**config.mk**
```make
export PLATFORM = sky130hd
export DESIGN_NAME = banked_ea_gen
export DESIGN_NICKNAME = d
export VERILOG_FILES = /design/src/rtl/beag_pkg.sv /design/src/rtl/beag_decode.sv /design/src/rtl/beag_bank_mux.sv /design/src/rtl/beag_offset.sv /design/src/rtl/banked_ea_gen.sv
export SDC_FILE = /design/constraint.sdc
export NUM_CORES = 1
export LEC_CHECK = 0
export BUFFER_PORTS_ARGS = -buffer_cell sky130_fd_sc_hd__clkbuf_2
export CORE_ASPECT_RATIO = 0.9
export CORE_UTILIZATION = 30
export CTS_BUF_LIST = sky130_fd_sc_hd__clkbuf_16
export DETAILED_ROUTE_END_ITERATION = 10
export GPL_ROUTABILITY_DRIVEN = 1
export GPL_TIMING_DRIVEN = 0
export HOLD_SLACK_MARGIN = 0.02
export PLACE_DENSITY = 0.57
export SLEW_MARGIN = 30
export SYNTH_ARGS = -nofsm -noshare
export SYNTH_HDL_FRONTEND = slang
export SYNTH_SLANG_ARGS = --single-unit
```
**constraint.sdc**
```tcl
create_clock -name clk -period 6.75 [get_ports clk]
set_clock_uncertainty 0.05 [all_clocks]
set_input_delay 1.0125 -clock clk [delete_from_list [all_inputs] [get_ports clk]]
set_output_delay 1.0125 -clock clk [all_outputs]
set_load 0.05 [all_outputs]
```
**src/rtl/beag_pkg.sv**
```systemverilog
package beag_pkg;
    localparam int WORD_W     = 16;
    localparam int BANK_W     = 8;
    localparam int NUM_GPR    = 8;
    localparam int NUM_BANK   = 6;
    localparam int SEL_W      = 3;
    localparam int MODE_W     = 6;
    localparam int SDISP_W    = 9;
    localparam int EA_W       = WORD_W + BANK_W;
    localparam int GPR_FLAT_W = NUM_GPR * WORD_W;
    localparam int BNK_FLAT_W = NUM_BANK * BANK_W;

    localparam logic [SEL_W-1:0] BSEL_PROG = 3'd4;
    localparam logic [SEL_W-1:0] BSEL_ABS  = 3'd5;

    typedef enum logic [1:0] {
        OPK_MEM = 2'd0,
        OPK_GPR = 2'd1,
        OPK_IMM = 2'd2,
        OPK_SPR = 2'd3
    } opkind_e;

    typedef enum logic [1:0] { BASE_GPR, BASE_PC, BASE_ABS } base_e;
    typedef enum logic [1:0] { DISP_NONE, DISP_FULL, DISP_SHORT } disp_e;
    typedef enum logic [1:0] { BW_NONE, BW_EXT0, BW_EXT1 } bword_e;

    typedef struct packed {
        opkind_e          kind;
        logic [SEL_W-1:0] reg_sel;
        base_e            base;
        logic [SEL_W-1:0] base_reg;
        logic             use_index;
        disp_e            disp;
        bword_e           bword;
        logic [SEL_W-1:0] home_bank;
        logic             post_inc;
        logic             pre_dec;
        logic [1:0]       ext_count;
    } ea_ctrl_t;

    typedef struct packed {
        logic [EA_W-1:0]   ea;
        opkind_e           kind;
        logic [SEL_W-1:0]  reg_sel;
        logic [1:0]        ext_count;
        logic              wb_en;
        logic [SEL_W-1:0]  wb_reg;
        logic [WORD_W-1:0] wb_data;
    } ea_result_t;

    function automatic logic [SEL_W-1:0] home_of(input logic [SEL_W-1:0] r);
        return {1'b0, r[SEL_W-1:1]};
    endfunction

    function automatic logic [WORD_W-1:0] sext_short(input logic [SDISP_W-1:0] d);
        return {{(WORD_W-SDISP_W){d[SDISP_W-1]}}, d};
    endfunction
endpackage

```
**src/rtl/beag_decode.sv**
```systemverilog
module beag_decode
    import beag_pkg::*;
(
    input  logic [MODE_W-1:0] mode,
    input  logic [WORD_W-1:0] ext0,
    output ea_ctrl_t          ctrl
);
    logic [SEL_W-1:0] rrr;
    logic [SEL_W-1:0] idx_r1;
    assign rrr    = mode[SEL_W-1:0];
    assign idx_r1 = ext0[WORD_W-1 -: SEL_W];

    always_comb begin
        ctrl           = '0;
        ctrl.kind      = OPK_MEM;
        ctrl.base      = BASE_GPR;
        ctrl.disp      = DISP_NONE;
        ctrl.bword     = BW_NONE;
        ctrl.base_reg  = rrr;
        ctrl.home_bank = home_of(rrr);
        unique case (mode[MODE_W-1:SEL_W])
            3'd0: begin
                ctrl.kind    = OPK_GPR;
                ctrl.reg_sel = rrr;
            end
            3'd1: ;
            3'd2: ctrl.post_inc = 1'b1;
            3'd3: ctrl.pre_dec  = 1'b1;
            3'd4: begin
                ctrl.disp      = DISP_FULL;
                ctrl.ext_count = 2'd1;
            end
            3'd5: begin
                ctrl.bword     = BW_EXT0;
                ctrl.ext_count = 2'd1;
            end
            3'd6: begin
                ctrl.disp      = DISP_FULL;
                ctrl.bword     = BW_EXT1;
                ctrl.ext_count = 2'd2;
            end
            default: begin
                ctrl.ext_count = 2'd1;
                unique case (rrr)
                    3'd0: begin
                        ctrl.base      = BASE_ABS;
                        ctrl.home_bank = BSEL_ABS;
                    end
                    3'd1: begin
                        ctrl.base      = BASE_ABS;
                        ctrl.home_bank = BSEL_PROG;
                    end
                    3'd2: begin
                        ctrl.base      = BASE_ABS;
                        ctrl.bword     = BW_EXT1;
                        ctrl.ext_count = 2'd2;
                    end
                    3'd3, 3'd4: begin
                        ctrl.base_reg  = idx_r1;
                        ctrl.home_bank = home_of(idx_r1);
                        ctrl.use_index = 1'b1;
                        ctrl.disp      = DISP_SHORT;
                        if (rrr == 3'd4) begin
                            ctrl.bword     = BW_EXT1;
                            ctrl.ext_count = 2'd2;
                        end
                    end
                    3'd5: begin
                        ctrl.base      = BASE_PC;
                        ctrl.home_bank = BSEL_PROG;
                        ctrl.disp      = DISP_FULL;
                    end
                    3'd6: begin
                        if (ext0[WORD_W-1]) begin
                            ctrl.kind    = OPK_SPR;
                            ctrl.reg_sel = ext0[12:10];
                        end else begin
                            ctrl.base      = BASE_PC;
                            ctrl.home_bank = BSEL_PROG;
                            ctrl.use_index = 1'b1;
                            ctrl.disp      = DISP_SHORT;
                        end
                    end
                    default: ctrl.kind = OPK_IMM;
                endcase
            end
        endcase
    end
endmodule

```
**src/rtl/beag_bank_mux.sv**
```systemverilog
module beag_bank_mux
    import beag_pkg::*;
(
    input  logic [BNK_FLAT_W-1:0] bank_flat,
    input  logic [SEL_W-1:0]      sel,
    input  logic [BANK_W-1:0]     literal,
    output logic [BANK_W-1:0]     bank
);
    logic [BANK_W-1:0] banks [NUM_BANK];

    for (genvar i = 0; i < NUM_BANK; i++) begin : g_unpack
        assign banks[i] = bank_flat[i*BANK_W +: BANK_W];
    end

    always_comb begin
        bank = literal;
        for (int i = 0; i < NUM_BANK; i++) begin
            if (sel == SEL_W'(i)) bank = banks[i];
        end
    end
endmodule

```
**src/rtl/beag_offset.sv**
```systemverilog
module beag_offset
    import beag_pkg::*;
(
    input  logic [WORD_W-1:0] base,
    input  logic [WORD_W-1:0] index,
    input  logic              use_index,
    input  logic              scale2,
    input  logic [WORD_W-1:0] disp,
    output logic [WORD_W-1:0] low
);
    logic [WORD_W-1:0] scaled;
    always_comb begin
        if (!use_index)  scaled = '0;
        else if (scale2) scaled = {index[WORD_W-2:0], 1'b0};
        else             scaled = index;
        low = base + scaled + disp;
    end
endmodule

```
**src/rtl/banked_ea_gen.sv**
```systemverilog
module banked_ea_gen
    import beag_pkg::*;
(
    input  logic                  clk,
    input  logic                  rst,
    input  logic                  req_valid,
    input  logic [MODE_W-1:0]     mode,
    input  logic                  size_word,
    input  logic [WORD_W-1:0]     ext0,
    input  logic [WORD_W-1:0]     ext1,
    input  logic [GPR_FLAT_W-1:0] gpr_flat,
    input  logic [WORD_W-1:0]     pc,
    input  logic [BNK_FLAT_W-1:0] bank_flat,
    output logic                  res_valid,
    output logic [EA_W-1:0]       ea,
    output logic [1:0]            kind,
    output logic [SEL_W-1:0]      reg_sel,
    output logic [1:0]            ext_count,
    output logic                  wb_en,
    output logic [SEL_W-1:0]      wb_reg,
    output logic [WORD_W-1:0]     wb_data
);
    logic [WORD_W-1:0] gpr [NUM_GPR];
    for (genvar i = 0; i < NUM_GPR; i++) begin : g_gpr
        assign gpr[i] = gpr_flat[i*WORD_W +: WORD_W];
    end

    ea_ctrl_t ctrl;
    beag_decode u_dec (.mode(mode), .ext0(ext0), .ctrl(ctrl));

    logic [WORD_W-1:0] step, ptr, ptr_dec, base_val, disp_val, low;
    logic [WORD_W-1:0] bword;
    logic [SEL_W-1:0]  bsel;
    logic [BANK_W-1:0] bank;

    always_comb begin
        step    = size_word ? WORD_W'(2) : WORD_W'(1);
        ptr     = gpr[ctrl.base_reg];
        ptr_dec = ptr - step;
        unique case (ctrl.base)
            BASE_PC:  base_val = pc;
            BASE_ABS: base_val = ext0;
            default:  base_val = ctrl.pre_dec ? ptr_dec : ptr;
        endcase
        unique case (ctrl.disp)
            DISP_FULL:  disp_val = ext0;
            DISP_SHORT: disp_val = sext_short(ext0[SDISP_W-1:0]);
            default:    disp_val = '0;
        endcase
        bword = (ctrl.bword == BW_EXT1) ? ext1 : ext0;
        bsel  = (ctrl.bword == BW_NONE) ? ctrl.home_bank : bword[10:8];
    end

    beag_offset u_off (
        .base(base_val), .index(gpr[ext0[12:10]]), .use_index(ctrl.use_index),
        .scale2(ext0[9]), .disp(disp_val), .low(low)
    );

    beag_bank_mux u_bank (
        .bank_flat(bank_flat), .sel(bsel), .literal(bword[BANK_W-1:0]), .bank(bank)
    );

    ea_result_t nxt, res_q;
    always_comb begin
        nxt           = '0;
        nxt.kind      = ctrl.kind;
        nxt.reg_sel   = ctrl.reg_sel;
        nxt.ext_count = ctrl.ext_count;
        if (ctrl.kind == OPK_MEM) begin
            nxt.ea = {bank, low};
            if (ctrl.post_inc || ctrl.pre_dec) begin
                nxt.wb_en   = 1'b1;
                nxt.wb_reg  = ctrl.base_reg;
                nxt.wb_data = ctrl.post_inc ? (ptr + step) : ptr_dec;
            end
        end
    end

    always_ff @(posedge clk) begin
        if (rst) begin
            res_valid <= 1'b0;
            res_q     <= '0;
        end else begin
            res_valid <= req_valid;
            if (req_valid) res_q <= nxt;
        end
    end

    assign ea        = res_q.ea;
    assign kind      = res_q.kind;
    assign reg_sel   = res_q.reg_sel;
    assign ext_count = res_q.ext_count;
    assign wb_en     = res_q.wb_en;
    assign wb_reg    = res_q.wb_reg;
    assign wb_data   = res_q.wb_data;
endmodule

```
### After elaboration in Yosys (flattened, before gate mapping)

Cells that the tools add are included.

| storage, ports and cells | value |
|---|---|
| flip-flop bits (word level) | 52 |
| input bits | 234 |
| output and inout port bits | 52 |
| logic and storage cells | 102 |

| operators by class | value |
|---|---|
| add/sub/neg operators | 4 |
| order comparisons | 2 |
| eq/ne operators | 22 |
| multiplexer cells | 47 |
| bitwise operators | 2 |
| reductions and logical operators | 17 |

Operators with widths:

| kind | number |
|---|---|
| 16-bit two-way mux | 8 |
| 16-bit binary-select mux with 3-bit select | 2 |
| 16-bit case mux with 2 select lines | 2 |
| 8-bit two-way mux | 6 |
| 20-bit two-way mux | 2 |
| 16-bit adder | 2 |
| 3-bit equality test (second input constant) | 8 |
| 24-bit two-way mux | 1 |
| 2-bit case mux with 3 select lines | 4 |
| 3-bit by 2-bit equality test with 1-bit output (second input constant) | 6 |
| 3-bit two-way mux | 6 |
| 16-bit by 2-bit adder with 16-bit output | 1 |
| 2-bit case mux with 2 select lines | 4 |
| 16-bit by 2-bit subtractor with 16-bit output | 1 |
| 3-bit case mux with 4 select lines | 1 |
| 6-bit OR reduction | 2 |
| 11-bit two-way mux | 1 |
| 5-bit case mux with 2 select lines | 1 |
| 5-bit OR reduction | 2 |
| 3-bit by 1-bit equality test with 1-bit output (second input constant) | 3 |
| 3-bit logical NOT | 3 |
| 4-bit greater-or-equal comparator (second input constant) | 2 |
| 3-bit NOT with 4-bit output | 2 |
| 2-bit OR reduction | 4 |
| 12 further kinds | 20 |

### Logic depth before layout (Yosys ltp)

| depth | value |
|---|---|
| depth after elaboration | 15 |
| mapped depth | 34 |
| gate-level depth less buffers | 28 |

### Cells and area by module

Synthesis repeated with hierarchy kept, for this count alone.

| second synthesis, totals | value |
|---|---|
| cell total of the unflattened synthesis | 772 |
| area total of the unflattened synthesis | 7528.5 µm² |

By module, submodules not included:

| module | instances | cells each | area an instance (µm²) | seq. area each (µm²) |
|---|---|---|---|---|
| banked_ea_gen | 1 | 505 | 5168.7 | 1041.0 |
| beag_offset | 1 | 149 | 1381.3 | 0.0 |
| beag_bank_mux | 1 | 57 | 550.5 | 0.0 |
| beag_decode | 1 | 61 | 427.9 | 0.0 |

### Worst setup path before layout

OpenSTA, ideal clock, no wires.

| timing | value |
|---|---|
| path kind | input-to-reg |
| from | in mode[4] |
| to | reg res_q (netlist bit ea[15]) |
| setup time | 0.058 ns |
| data arrival time | 7.113 ns |
| data required time | 6.642 ns |
| path slack | -0.470 ns |
| cell stages on the path | 32 |
| buffers on the path | 5 |
| cell sequence | buf_4 -> and3_1 -> buf_6 -> a31oi_4 -> nor2_2 -> buf_2 -> buf_1 -> clkbuf_1 -> nand2_1 -> nand3_1 -> and3_1 -> a31o_2 -> inv_1 -> ha_1 -> fa_1 -> a21oi_1 -> a21oi_1 -> fa_1 -> inv_1 -> ha_1 -> fa_1 -> a21oi_1 -> o21bai_1 -> a2111oi_0 -> nor3_1 -> a41o_1 -> nor4_1 -> o41ai_1 -> xnor2_1 -> or3_1 -> a211oi_1 -> a211o_1 |

| on the way | value |
|---|---|
| word-level cells in the longest chain between the ends | 13 |
| elaborated cells on any way between the ends | 32 |
| classes of those cells | add/sub: 3; eq/ne: 10; mux: 12; bitwise: 1; reduce/logical: 6 |

RTL lines:

| item | RTL line | text |
|---|---|---|
| start, declared | banked_ea_gen.sv:7 | `input logic [MODE_W-1:0] mode,` |
| 3-bit by 1-bit equality test with 1-bit output (tied with other cells) | beag_decode.sv:21 | `unique case (mode[MODE_W-1:SEL_W])` |
| 7-bit OR reduction (no source line) | - |  |
| 6-bit two-way mux | beag_decode.sv:21 |  |
| 3-bit NOT with 4-bit output (not written as such) | banked_ea_gen.sv:38 | `ptr = gpr[ctrl.base_reg];` |
| 16-bit binary-select mux with 3-bit select | banked_ea_gen.sv:38 |  |
| 16-bit two-way mux (not written as such) (2 in a row) | banked_ea_gen.sv:38 |  |
| 16-bit by 2-bit subtractor with 16-bit output | banked_ea_gen.sv:39 | `ptr_dec = ptr - step;` |
| 16-bit two-way mux | banked_ea_gen.sv:43 | `default: base_val = ctrl.pre_dec ? ptr_dec : ptr;` |
| 16-bit case mux with 2 select lines | banked_ea_gen.sv:40 | `unique case (ctrl.base)` |
| 16-bit adder (2 in a row) | beag_offset.sv:16 | `low = base + scaled + disp;` |
| 24-bit two-way mux (*) | banked_ea_gen.sv:69 | `if (ctrl.kind == OPK_MEM) begin` |
| end signal, assigned | banked_ea_gen.sv:85 | `if (req_valid) res_q <= nxt;` |
| end, declared | banked_ea_gen.sv:63 | `ea_result_t nxt, res_q;` |

Mark *: on every way between the ends. The rest lies on a longest branch, timed or not. The select of a mux whose other input is x is not followed.
A chain may end at the register's enable or synchronous reset.

### Final worst setup path

| timing | value |
|---|---|
| from | in mode[3] |
| to | reg res_q (netlist bit ea[15]) |

Same word-level chain as after synthesis.

==> qor_table.md <==
| Metric | Value |
| --- | --- |
| Initial antenna violation count | 1 |
| Worst-Margin Slew | 0.9497 ns |
| CTS Hold Bufs | 0 |
| Overall die area | 26350 sq um |
| Via count of the first global-routing pass | 8867 |
| Worst endpoint data arrival time | 6.75 ns |
| Total of endpoints with negative setup slack in the final report | 0 |
| Total Negative Setup Slacks | 0 ns |
| Relative slew margins | 36.69% |
| Number of library cell types mapped by synthesis | 92 |
| Total of buffers placed on input and output ports | 272 |
| Die height | 154.1 microns |
| Number of instances in the placed design | 1610 |
| Clock period minus worst slack | 6.542 ns |
| Starting density of the core | 30.61% |
| Static Leak | 4.790 nW |
| Cell row count | 55 |
| Area growth from synthesis to layout | 35.91% |
| Delay of the slowest critical-path stage | 0.56 ns |
| Average wire per cell in the routed design | 20.65 microns |
| Placed cell areas | 9583 sq um |
| Final worst-path cycle share | 96.92% |
| Weighted congestion at the end of routability-driven global placement | 0.9649 |
| H-tree lvl count | 2 |
| Drt first pass iters | 5 |
| Post-place setup slack | -1.241 ns |
| Design Power | 1.448 mW |
| Worst hold path type | flip-flop to flip-flop |
| Post-synth EDFFs | 0 |
| Final Instance Area | 10480 sq um |
| Final hold viol count | 0 |
| Worst reg-to-reg path cell count | 2 |
| Max Slew Vio Count | 0 |
| Clock tree from TritonCTS | yes |
| Overall routing resource usage | 24.73% |
| Flip-flop count of the largest register, all copies and words added | 24 |
| Via/cell ratio | 5.509 |
| Commonest non-fill, non-tap cells in the layout | 273 x sky130_fd_sc_hd__clkbuf_2, 153 x sky130_fd_sc_hd__nand2_1, 80 x sky130_fd_sc_hd__nor2_1 |
| Average footprint of a synthesized cell | 7.741 sq um |
| First-pass GRT wire length | 49.82 mm |
| Leading cell type in the layout, fill and taps excluded | sky130_fd_sc_hd__clkbuf_2 |
| Startpoint of the most critical register-to-register path | ea[15] |
| Share of final-layout standard cells stronger than drive strength 1 | 35.78% |
| Cell type of the slowest stage on the worst timing path | sky130_fd_sc_hd__fa_1 |
| Top-level I/O count | 286 |
| DR iter-0 viols | 579 |
| Worst Hold Launch | ea[23] |
| Critical path required time | 6.95 ns |
| Total number of vias | 9167 |
| Final core utilization | 41.60% |
| Post-DP HPWL | 27.74 mm |
| Status | completed |
| Post-detailed-route count of antenna-violating nets | 0 |
| Netlist Area Pre-Place | 7710 sq um |
| Worst path setup slack after routing | 0.2076 ns |
| # clock sinks | 52 |
| Fraction of registers with async set/reset | 0% |
| Number of stages on the worst hold path | 2 |
| Area inside the core boundary | 25190 sq um |
| Maximum count of clock buffers along a single path | 2 |
| Clock root buffer master | sky130_fd_sc_hd__clkbuf_16 |
| Top achievable clock speed | 152.8 MHz |
| CP Launch Type | primary input |
| Count of placed standard cells in the final layout, fillers left out | 1664 |
| Total of max-cap violations | 0 |
| Total CTS buffers | 5 |
| Register-to-Register Setup Slack | 5.86 ns |
| Largest net degree at the start of global routing | 29 |
| Crit. End Element | flip-flop |
| FF+latch count, synth | 52 |
| Clock network latency to the later pin of the worst-skew pair | 0.29 ns |
| Yosys warns | 0 |
| Global route total overflow | 0 |
| Max Fanout on Critical Path | 13 |
| Most used flip-flop cell after synthesis | sky130_fd_sc_hd__dfxtp_1 |
| Total power density per cell area | 138.2 nW/um^2 |
| Post-synthesis instance total | 996 |
| Total routed wirelength | 34.37 mm |
| Worst IR drop on VDD | 100.2 uV |
| Worst slack on hold paths | 0.4206 ns |
| Crit. Startpoint | mode[3] |
| Number of remaining DRC errors | 0 |
| Clock transition at the registers of the reported paths | 0.08 ns |
| Nets@finish | 1596 |
| Antenna Cells | 0 |
| Sequential element share of the synthesized area | 13.50% |
| X dimension of the die | 171.0 microns |
| Post-synth net total | 1271 |
| Kind of critical path | primary input to flip-flop |
## power by group
group	internal, mW	switching (mW)	leakage, nW
Clock	0.137	0.119	0.0716
Combinational	0.340	0.510	4.29
Sequential	0.329	0.0131	0.425
Total	0.806	0.642	4.79
## metal layers
metal	GRT usage (%)	wire (microns)	vias up
met4	5.017	620	0
met2	43.55	16360	402
li1	-	-	4291
met3	3.423	2375	40
met1	31.84	15010	4434
met5	0	0	-
## area by class of cell
type                            count  area [sq um]
Timing Repair Buffer              328          1874
Fill cell                        2681         14710
Clock inverter                      3         17.52
Buffer                             77         478.0
Inverter                           51         193.9
Clock buffer                        5         125.1
Multi-Input combinational cell    806          6321
Sequential cell                    52          1041
Tap cell                          342         427.9
## Yosys cell counts, drive strengths merged, types with 3 or more instances
| cell | count | area [sq um] |
|---|---|---|
| a211o | 3 | 26.28 |
| a211oi | 12 | 100.1 |
| a21o | 15 | 112.6 |
| a21oi | 50 | 261.5 |
| a221oi | 20 | 210.2 |
| a22oi | 36 | 270.3 |
| a311o | 12 | 120.1 |
| a31o | 7 | 61.31 |
| a32oi | 9 | 78.83 |
| and2 | 11 | 73.83 |
| and3 | 24 | 150.1 |
| buf | 32 | 246.5 |
| clkbuf | 55 | 206.5 |
| dfxtp | 52 | 1041 |
| fa | 18 | 360.4 |
| ha | 23 | 287.8 |
| inv | 50 | 187.7 |
| mux2 | 4 | 45.04 |
| mux2i | 50 | 500.5 |
| mux4 | 32 | 720.7 |
| nand2 | 156 | 590.6 |
| nand2b | 10 | 62.56 |
| nand3 | 32 | 165.2 |
| nand4 | 13 | 81.33 |
| nor2 | 86 | 327.8 |
| nor2b | 14 | 87.58 |
| nor3 | 19 | 100.1 |
| nor3b | 6 | 50.05 |
| nor4 | 5 | 50.05 |
| o211ai | 7 | 57.55 |
| o21a | 3 | 30.02 |
| o21ai | 23 | 115.1 |
| o21bai | 3 | 22.52 |
| o22ai | 6 | 37.54 |
| o31ai | 3 | 22.52 |
| o32ai | 3 | 26.28 |
| or2 | 4 | 27.53 |
| or3 | 8 | 50.05 |
| or4 | 5 | 41.29 |
| xnor2 | 17 | 148.9 |
| xor2 | 22 | 192.7 |
## worst max-delay path, delay by kind of cell
family / cells / cell delay, ns
XOR/XNOR: 1 / 0.15
buffers and inverters: 5 / 0.63
AND/OR/NAND/NOR: 9 / 1.55
AO/OA/AOI/OAI: 10 / 1.71
adder cells (fa/ha/maj): 5 / 1.68
## final timing paths
kind / to
max: ea[15]
min reg2reg: ea[23]
max reg2reg: ea[15]
min: ea[23]
## timing repair
action	in CTS	in global routing
buffers inserted	13	39
pin swaps	19	29
setup endpoints to repair	7	3
cloned	0	4
gates resized for setup	33	58
## logic make-up after synthesis
family / Yosys count / synth area share, %
multiplexers: 86 / 16.42
AND/OR/NAND/NOR: 404 / 25.64
AO/OA/AOI/OAI: 236 / 23.24
buffers and inverters: 138 / 8.358
flip-flops: 52 / 13.50
adder cells (fa/ha/maj): 41 / 8.406
XOR/XNOR: 39 / 4.430
(Power assumes the default switching activity.)
